===== config.mk =====
export PLATFORM = sky130hd
export DESIGN_NAME = gf_tower_mul
export DESIGN_NICKNAME = d
export VERILOG_FILES = /design/src/rtl/gf_tower_pkg.sv /design/src/rtl/gf64_mul.sv /design/src/rtl/gf_tower_ctrl.sv /design/src/rtl/gf_tower_datapath.sv /design/src/rtl/gf_tower_mul.sv
export SDC_FILE = /design/constraint.sdc
export NUM_CORES = 1
export LEC_CHECK = 0
export BUFFER_PORTS_ARGS = -buffer_cell sky130_fd_sc_hd__buf_2
export CAP_MARGIN = 20
export CORE_MARGIN = 10
export CORE_UTILIZATION = 55
export DETAILED_ROUTE_END_ITERATION = 7
export PLACE_DENSITY = 0.8
export SYNTH_ARGS = -nofsm -noshare
export SYNTH_HDL_FRONTEND = slang
export SYNTH_HIERARCHICAL = 1
export SYNTH_SLANG_ARGS = --single-unit

===== constraint.sdc =====
create_clock -name clk -period 2.45 [get_ports clk]
set_input_delay 0.49 -clock clk [delete_from_list [all_inputs] [get_ports clk]]
set_output_delay 0.49 -clock clk [all_outputs]
set_load 0.1 [all_outputs]

===== src/rtl/gf_tower_pkg.sv =====
package gf_tower_pkg;

  // strobes from control to datapath
  typedef struct packed {
    logic loadEn;   // capture the combinational product into the output register
    logic bypass;   // drive the combinational product straight to the port
  } towerStrobe_t;

endpackage


===== src/rtl/gf64_mul.sv =====
module gf64_mul #(
  parameter int          HALF_W   = 6,
  parameter logic [5:0]  POLY_LOW = 6'h03   // x^6 + x + 1 without the top term
) (
  input  logic [HALF_W-1:0] a,
  input  logic [HALF_W-1:0] b,
  output logic [HALF_W-1:0] y
);

  localparam int STEPS = HALF_W;

  logic [STEPS:0][HALF_W-1:0] accum;
  logic [STEPS:0][HALF_W-1:0] shifted;

  assign accum[0]   = '0;
  assign shifted[0] = b;

  for (genvar i = 0; i < STEPS; i++) begin : g_step
    assign accum[i+1]   = accum[i] ^ (a[i] ? shifted[i] : '0);
    assign shifted[i+1] = {shifted[i][HALF_W-2:0], 1'b0}
                        ^ (shifted[i][HALF_W-1] ? POLY_LOW[HALF_W-1:0] : '0);
  end

  assign y = accum[STEPS];

endmodule


===== src/rtl/gf_tower_ctrl.sv =====
module gf_tower_ctrl
  import gf_tower_pkg::*;
#(
  parameter bit OUT_REG = 1'b1
) (
  input  logic         clk,
  input  logic         rstN,
  input  logic         inValid,
  output towerStrobe_t strobe,
  output logic         outValid
);

  if (OUT_REG) begin : g_reg
    logic validQ;
    always_ff @(posedge clk) begin
      if (!rstN) validQ <= 1'b0;
      else       validQ <= inValid;
    end
    assign strobe.loadEn = inValid;
    assign strobe.bypass = 1'b0;
    assign outValid      = validQ;
  end else begin : g_comb
    assign strobe.loadEn = 1'b0;
    assign strobe.bypass = 1'b1;
    assign outValid      = inValid;
  end

endmodule


===== src/rtl/gf_tower_datapath.sv =====
module gf_tower_datapath
  import gf_tower_pkg::*;
#(
  parameter int         HALF_W    = 6,
  parameter logic [5:0] POLY_LOW  = 6'h03,
  parameter logic [5:0] EXT_CONST = 6'h21,
  localparam int        ELEM_W    = 2 * HALF_W
) (
  input  logic              clk,
  input  logic              rstN,
  input  towerStrobe_t      strobe,
  input  logic [ELEM_W-1:0] opA,
  input  logic [ELEM_W-1:0] opB,
  output logic [ELEM_W-1:0] product
);

  logic [HALF_W-1:0] aHi, aLo, bHi, bLo;
  logic [HALF_W-1:0] loLo, sumSum, hiHi, hiHiScaled;
  logic [HALF_W-1:0] resHi, resLo;
  logic [ELEM_W-1:0] combProd, prodQ;

  assign aHi = opA[ELEM_W-1:HALF_W];
  assign aLo = opA[HALF_W-1:0];
  assign bHi = opB[ELEM_W-1:HALF_W];
  assign bLo = opB[HALF_W-1:0];

  gf64_mul #(.HALF_W(HALF_W), .POLY_LOW(POLY_LOW)) u_mulLo (
    .a(aLo), .b(bLo), .y(loLo));

  gf64_mul #(.HALF_W(HALF_W), .POLY_LOW(POLY_LOW)) u_mulSum (
    .a(aHi ^ aLo), .b(bHi ^ bLo), .y(sumSum));

  gf64_mul #(.HALF_W(HALF_W), .POLY_LOW(POLY_LOW)) u_mulHi (
    .a(aHi), .b(bHi), .y(hiHi));

  gf64_mul #(.HALF_W(HALF_W), .POLY_LOW(POLY_LOW)) u_mulExt (
    .a(hiHi), .b(EXT_CONST[HALF_W-1:0]), .y(hiHiScaled));

  assign resHi    = sumSum ^ loLo;
  assign resLo    = hiHiScaled ^ loLo;
  assign combProd = {resHi, resLo};

  always_ff @(posedge clk) begin
    if (!rstN)              prodQ <= '0;
    else if (strobe.loadEn) prodQ <= combProd;
  end

  assign product = strobe.bypass ? combProd : prodQ;

endmodule


===== src/rtl/gf_tower_mul.sv =====
module gf_tower_mul
  import gf_tower_pkg::*;
#(
  parameter int         HALF_W    = 6,
  parameter logic [5:0] POLY_LOW  = 6'h03,
  parameter logic [5:0] EXT_CONST = 6'h21,
  parameter bit         OUT_REG   = 1'b1,
  localparam int        ELEM_W    = 2 * HALF_W
) (
  input  logic              clk,
  input  logic              rstN,
  input  logic              inValid,
  input  logic [ELEM_W-1:0] opA,
  input  logic [ELEM_W-1:0] opB,
  output logic              outValid,
  output logic [ELEM_W-1:0] product
);

  towerStrobe_t strobe;

  gf_tower_ctrl #(.OUT_REG(OUT_REG)) u_ctrl (
    .clk(clk), .rstN(rstN), .inValid(inValid),
    .strobe(strobe), .outValid(outValid));

  gf_tower_datapath #(
    .HALF_W(HALF_W), .POLY_LOW(POLY_LOW), .EXT_CONST(EXT_CONST)
  ) u_dp (
    .clk(clk), .rstN(rstN), .strobe(strobe),
    .opA(opA), .opB(opB), .product(product));

endmodule


# Word-level counts from Yosys, hierarchy flattened
# Index checks and enable logic that the tools add are counted.
# word_totals
register_bits	13
inputBits	27
elab_cells	80
# classes
mux	39
n_bitwise	39
# ops
cell	n
$mux 6	19
$xor 6x6->6	19
$xor 6x2->6	16
$mux 2	16
$xor 6x1->6	1
$xor 6x3->6	1
$xor 6x4->6	1
$xor 6x5->6	1
$mux 5	1
$mux 4	1
$mux 3	1
$mux 1	1

# Depth between registers and ports, before layout
# depth
ltp_word	19
depth_mapped	14

# Hierarchy
# Netlist, hierarchy kept.
# by_module_without_submodules
module	n_inst	cells_each	area_each_um2	seq_area_each_um2
gf64_mul	4	98	634.4	0.0
gf_tower_datapath	1	91	713.2	240.2
gf_tower_ctrl	1	5	45.0	20.0

# Worst setup path after synthesis
# No wires, ideal clock.
# synth_path
path_kind	input to register
start	input port opB[9]
end	register u_dp.prodQ[2]
t_arrival_ps	2415
slack_ps	-87
stages	12
path_cell_list	buf_6 mux2_2 a22oi_2 xnor2_1 xnor2_1 buf_2 nor2_1 a21oi_1 o211ai_1 xnor2_1 xnor2_1 a21oi_1
# synth_between
elab_chain_cells	13
word_cells_on_any_way	18
cone_classes	4 x mux; 14 x bitwise
# synth_rtl
item	line	source
start: declaration	gf_tower_mul.sv:14	input logic [ELEM_W-1:0] opB,
$xor 6x2->6 (2 in series)	gf64_mul.sv:21	^ (shifted[i][HALF_W-1] ? POLY_LOW[HALF_W-1:0] : '0);
$mux 2	gf64_mul.sv:21	
$xor 6x2->6 (3 in series)	gf64_mul.sv:21	
$mux 6	gf64_mul.sv:19	assign accum[i+1] = accum[i] ^ (a[i] ? shifted[i] : '0);
$xor 6x6->6 *	gf64_mul.sv:19	
net u_dp.hiHi[3]	gf_tower_datapath.sv:18	logic [HALF_W-1:0] loLo, sumSum, hiHi, hiHiScaled;
$mux 3 *	gf64_mul.sv:19	
$xor 6x3->6 *	gf64_mul.sv:19	
$xor 6x4->6 *	gf64_mul.sv:19	
$xor 6x5->6 *	gf64_mul.sv:19	
net u_dp.hiHiScaled[2]	gf_tower_datapath.sv:18	
$xor 6x6->6 *	gf_tower_datapath.sv:40	assign resLo = hiHiScaled ^ loLo;
end signal: assignment	gf_tower_datapath.sv:45	else if (strobe.loadEn) prodQ <= combProd;
end: declaration	gf_tower_datapath.sv:20	logic [ELEM_W-1:0] combProd, prodQ;
# Mark *: on every way through the listed nets, which the timed path passes. The rest lies on a longest branch.
# A chain may end at the register's enable or synchronous reset.

# Worst setup path after layout
# layout_path
start	input port opB[6]
end	register u_dp.prodQ[0]
# layout_between
elab_chain_cells	14
word_cells_on_any_way	16
cone_classes	4 x mux; 12 x bitwise
# layout_rtl
item	line
$xor 6x2->6	gf64_mul.sv:21
$mux 6	gf64_mul.sv:19
$xor 6x6->6 (5 in series)	gf64_mul.sv:19
net u_dp.hiHi[1]	gf_tower_datapath.sv:18
$mux 1	gf64_mul.sv:19
$xor 6x1->6	gf64_mul.sv:19
$xor 6x2->6	gf64_mul.sv:19
$xor 6x3->6	gf64_mul.sv:19
$xor 6x4->6	gf64_mul.sv:19
$xor 6x5->6	gf64_mul.sv:19
net u_dp.hiHiScaled[0]	gf_tower_datapath.sv:18
$xor 6x6->6	gf_tower_datapath.sv:40
# The timed path passes the listed nets, and every way through them passes these cells.

==> impl_metrics.ini <==
[run_status]
run_status = finished clean

[pwr]
finalPower_mw = 3.41
pwr_density_cell_mw_per_mm2 = 899
peakVddDrop_mv = 1.37
cellLeakagePower_nw = 1.65

[worst_setup_path]
worstSetupEndpointType = flop
cp.required_ns = 2.56
startpoint_type = input port
critical_path_maximum_fanout = 5
cp.arrival_ns = 2.33
crit_type = input port to flop

[routing]
drcViolationCount = 0
via_count = 3278
drt-pass1-iter-count = 4
routed_wirelength_um = 8070
detailedRoute.firstIterationViolations = 209
drtAntennaViolNets = 0
routedWlPerCell_um = 12.8
detail_route.vias_per_cell = 5.22

[cts]
post_cts_resize_count = 0
cts.reportedPaths.clkPinSlew_ns = 0.05
post_cts_repair_timing_setup_buffer_count = 0
root_buffer = sky130_fd_sc_hd__clkbuf_8
clock_tree.htree_level_count = 1
cts-buffers-inserted = 3
cts_sinks = 13
clk_latency_ns = 0.24
cts-hold-fix-buffers = 0
tritoncts = done
cts_buffer_depth = 2

[floorplan]
dieHeight_um = 97.4
die_area_mm2 = 0.00949
num_rows = 28
ios = 40
die_width_um = 97.4
core_mm2 = 0.00589
initial_utilization_pct = 56.0

[sta]
upper_clock_frequency_limit_mhz = 452
final.setup.tns_ns = 0
finalClockSkew_ns = 0
finalCritPeriodShare_pct = 90.4
period_minus_slack_ns = 2.21
setup_repair_after_global_routing_missed_its_margin = yes
slew_viol_final = 0
setup_viol = 0
hold_viol = 0

[synth]
synth.top_cell.area_share_pct = 26.6
synth_area_leader_cell = sky130_fd_sc_hd__xnor2_1
synth_seq_cells = 13
synthTopCellsByArea = sky130_fd_sc_hd__xnor2_1 27%, sky130_fd_sc_hd__nand2_1 12%, sky130_fd_sc_hd__xor2_1 9.6%
yosys.cell_count.top_type = sky130_fd_sc_hd__nand2_1
synth-async-reset-ratio_pct = 0
number_of_enable_flip_flop_cells_after_synthesis = 0
yosysUniqueCellTypes = 29
yosys_warnings = 6
post_synth.cell_area_avg_um2 = 6.75
synth_area_mm2 = 0.00330
post_synth_inst_count = 488
yosys-top-cells-count = 104 x sky130_fd_sc_hd__nand2_1, 100 x sky130_fd_sc_hd__xnor2_1, 40 x sky130_fd_sc_hd__a21oi_1, 40 x sky130_fd_sc_hd__nor2_1, 36 x sky130_fd_sc_hd__xor2_1
synth-main-ff-cell = sky130_fd_sc_hd__dfxtp_1
synth.yosys.seq_area_share_pct = 7.90

[grt]
grt_start_max_net_pins = 26
via_count_of_the_first_global_routing_pass = 3010
grt_util_all_layers_pct = 16.2
grt_pass1_wl_um = 13900
grt_antenna_before_repair = 0
grt.overflow.total = 0

[place]
hpwlAfterDp_um = 6510
finalWeightedCongestion = 0.893
portBuffers = 39

[final_layout]
final_nets = 581
final.fill_count = 547
areaGrowthSynthToFinish_pct = 15.1
diodes = 0
final_layout_size_suffix_gt1_share_pct = 20.8

[hold_path]
hold_class = flop to flop

[flow_run]
cap_violations = 0
==> registers in the layout (all words and copies together) (netlist names) <==
name             count
u_ctrl/outValid      1
u_dp/prodQ          12
==> metrics by stage <==
stage,util (%),instance area (µm²),setup slack (ns),hold slack (ns),std cells
after floorplan,-,3370,0.00234,0.480,506
after global placement,63.4,3730,-0.0279,0.491,624
after detailed placement,63.4,3730,-0.0429,0.496,624
after CTS,64.2,3780,0.215,0.504,628
after global routing,64.4,3790,-0.000224,0.543,628
final,64.4,3790,0.236,0.508,628
==> kinds of logic after synthesis <==
family	count (synthesis)	synth area share, %
compound gates	96	18.2
xor+xnor	140	38.1
buf+inv	51	9.57
flops	13	7.90
mux	12	3.80
other cells	3	0.342
simple gates	173	22.1
==> metal layers <==
layer  up-vias  global-route usage [%]  share of wire, %
li1       1679                       -                 -
met1      1516                    22.6                48
met2        79                    26.7                47
met3         4                    1.35               4.1
met4         0                    2.46              0.55
met5         -                       0                 0
==> area by class of cell <==
cell class,instances,area [µm²],area share [%]
multi-input cells,442,2800,73.9
flip-flops and latches,13,260,6.86
clock buffers,4,45.0,1.19
well taps,75,93.8,2.47
inverters,8,30.0,0.792
repair buffers,86,561,14.8
==> critical path, cell delays in order <==
cell	delay, ns
sky130_fd_sc_hd__buf_2	0.15
sky130_fd_sc_hd__xor2_2	0.19
sky130_fd_sc_hd__nand2_1	0.09
sky130_fd_sc_hd__xor2_1	0.18
sky130_fd_sc_hd__xnor2_1	0.25
sky130_fd_sc_hd__xnor2_2	0.15
sky130_fd_sc_hd__nand2_1	0.08
sky130_fd_sc_hd__xor2_1	0.17
sky130_fd_sc_hd__xnor2_1	0.16
sky130_fd_sc_hd__xnor2_1	0.16
sky130_fd_sc_hd__xnor2_1	0.16
sky130_fd_sc_hd__a21oi_1	0.09
==> cells in the final DEF, fill, tap and decap left out, types with 8 or more instances in the layout <==
master | synthesis | final
sky130_fd_sc_hd__xor2_1 | 36 | 36
sky130_fd_sc_hd__dfxtp_1 | 13 | 13
sky130_fd_sc_hd__buf_4 | 8 | 46
sky130_fd_sc_hd__nand2b_1 | 8 | 8
sky130_fd_sc_hd__a21oi_1 | 40 | 40
sky130_fd_sc_hd__conb_1 | 3 | 21
sky130_fd_sc_hd__xnor2_1 | 100 | 98
sky130_fd_sc_hd__nand2_1 | 104 | 104
sky130_fd_sc_hd__mux2i_1 | 8 | 8
sky130_fd_sc_hd__buf_2 | 27 | 39
sky130_fd_sc_hd__nand3_1 | 12 | 12
sky130_fd_sc_hd__o21ai_1 | 20 | 20
sky130_fd_sc_hd__o21ai_0 | 8 | 8
sky130_fd_sc_hd__nor2_1 | 40 | 40
==> path summary, 6_finish.rpt <==
| check | startpoint | end | slack (ns) | cells past startpoint |
|---|---|---|---|---|
| hold reg to reg | u_dp/prodQ[3] | u_dp/prodQ[3] | 0.51 | 2 |
| setup / recovery | opB[6] | u_dp/prodQ[0] | 0.24 | 12 |
| setup reg to reg | u_dp/prodQ[9] | u_dp/prodQ[9] | 1.80 | 2 |
| hold / removal | u_dp/prodQ[3] | u_dp/prodQ[3] | 0.51 | 2 |
==> report_power, final <==
part	internal, mW	leakage [nW]	switching, mW
registers	0.272	0.108	0.0283
clock network	0.115	0.0228	0.0760
logic	1.09	1.52	1.83
(Power assumes the default switching activity.)
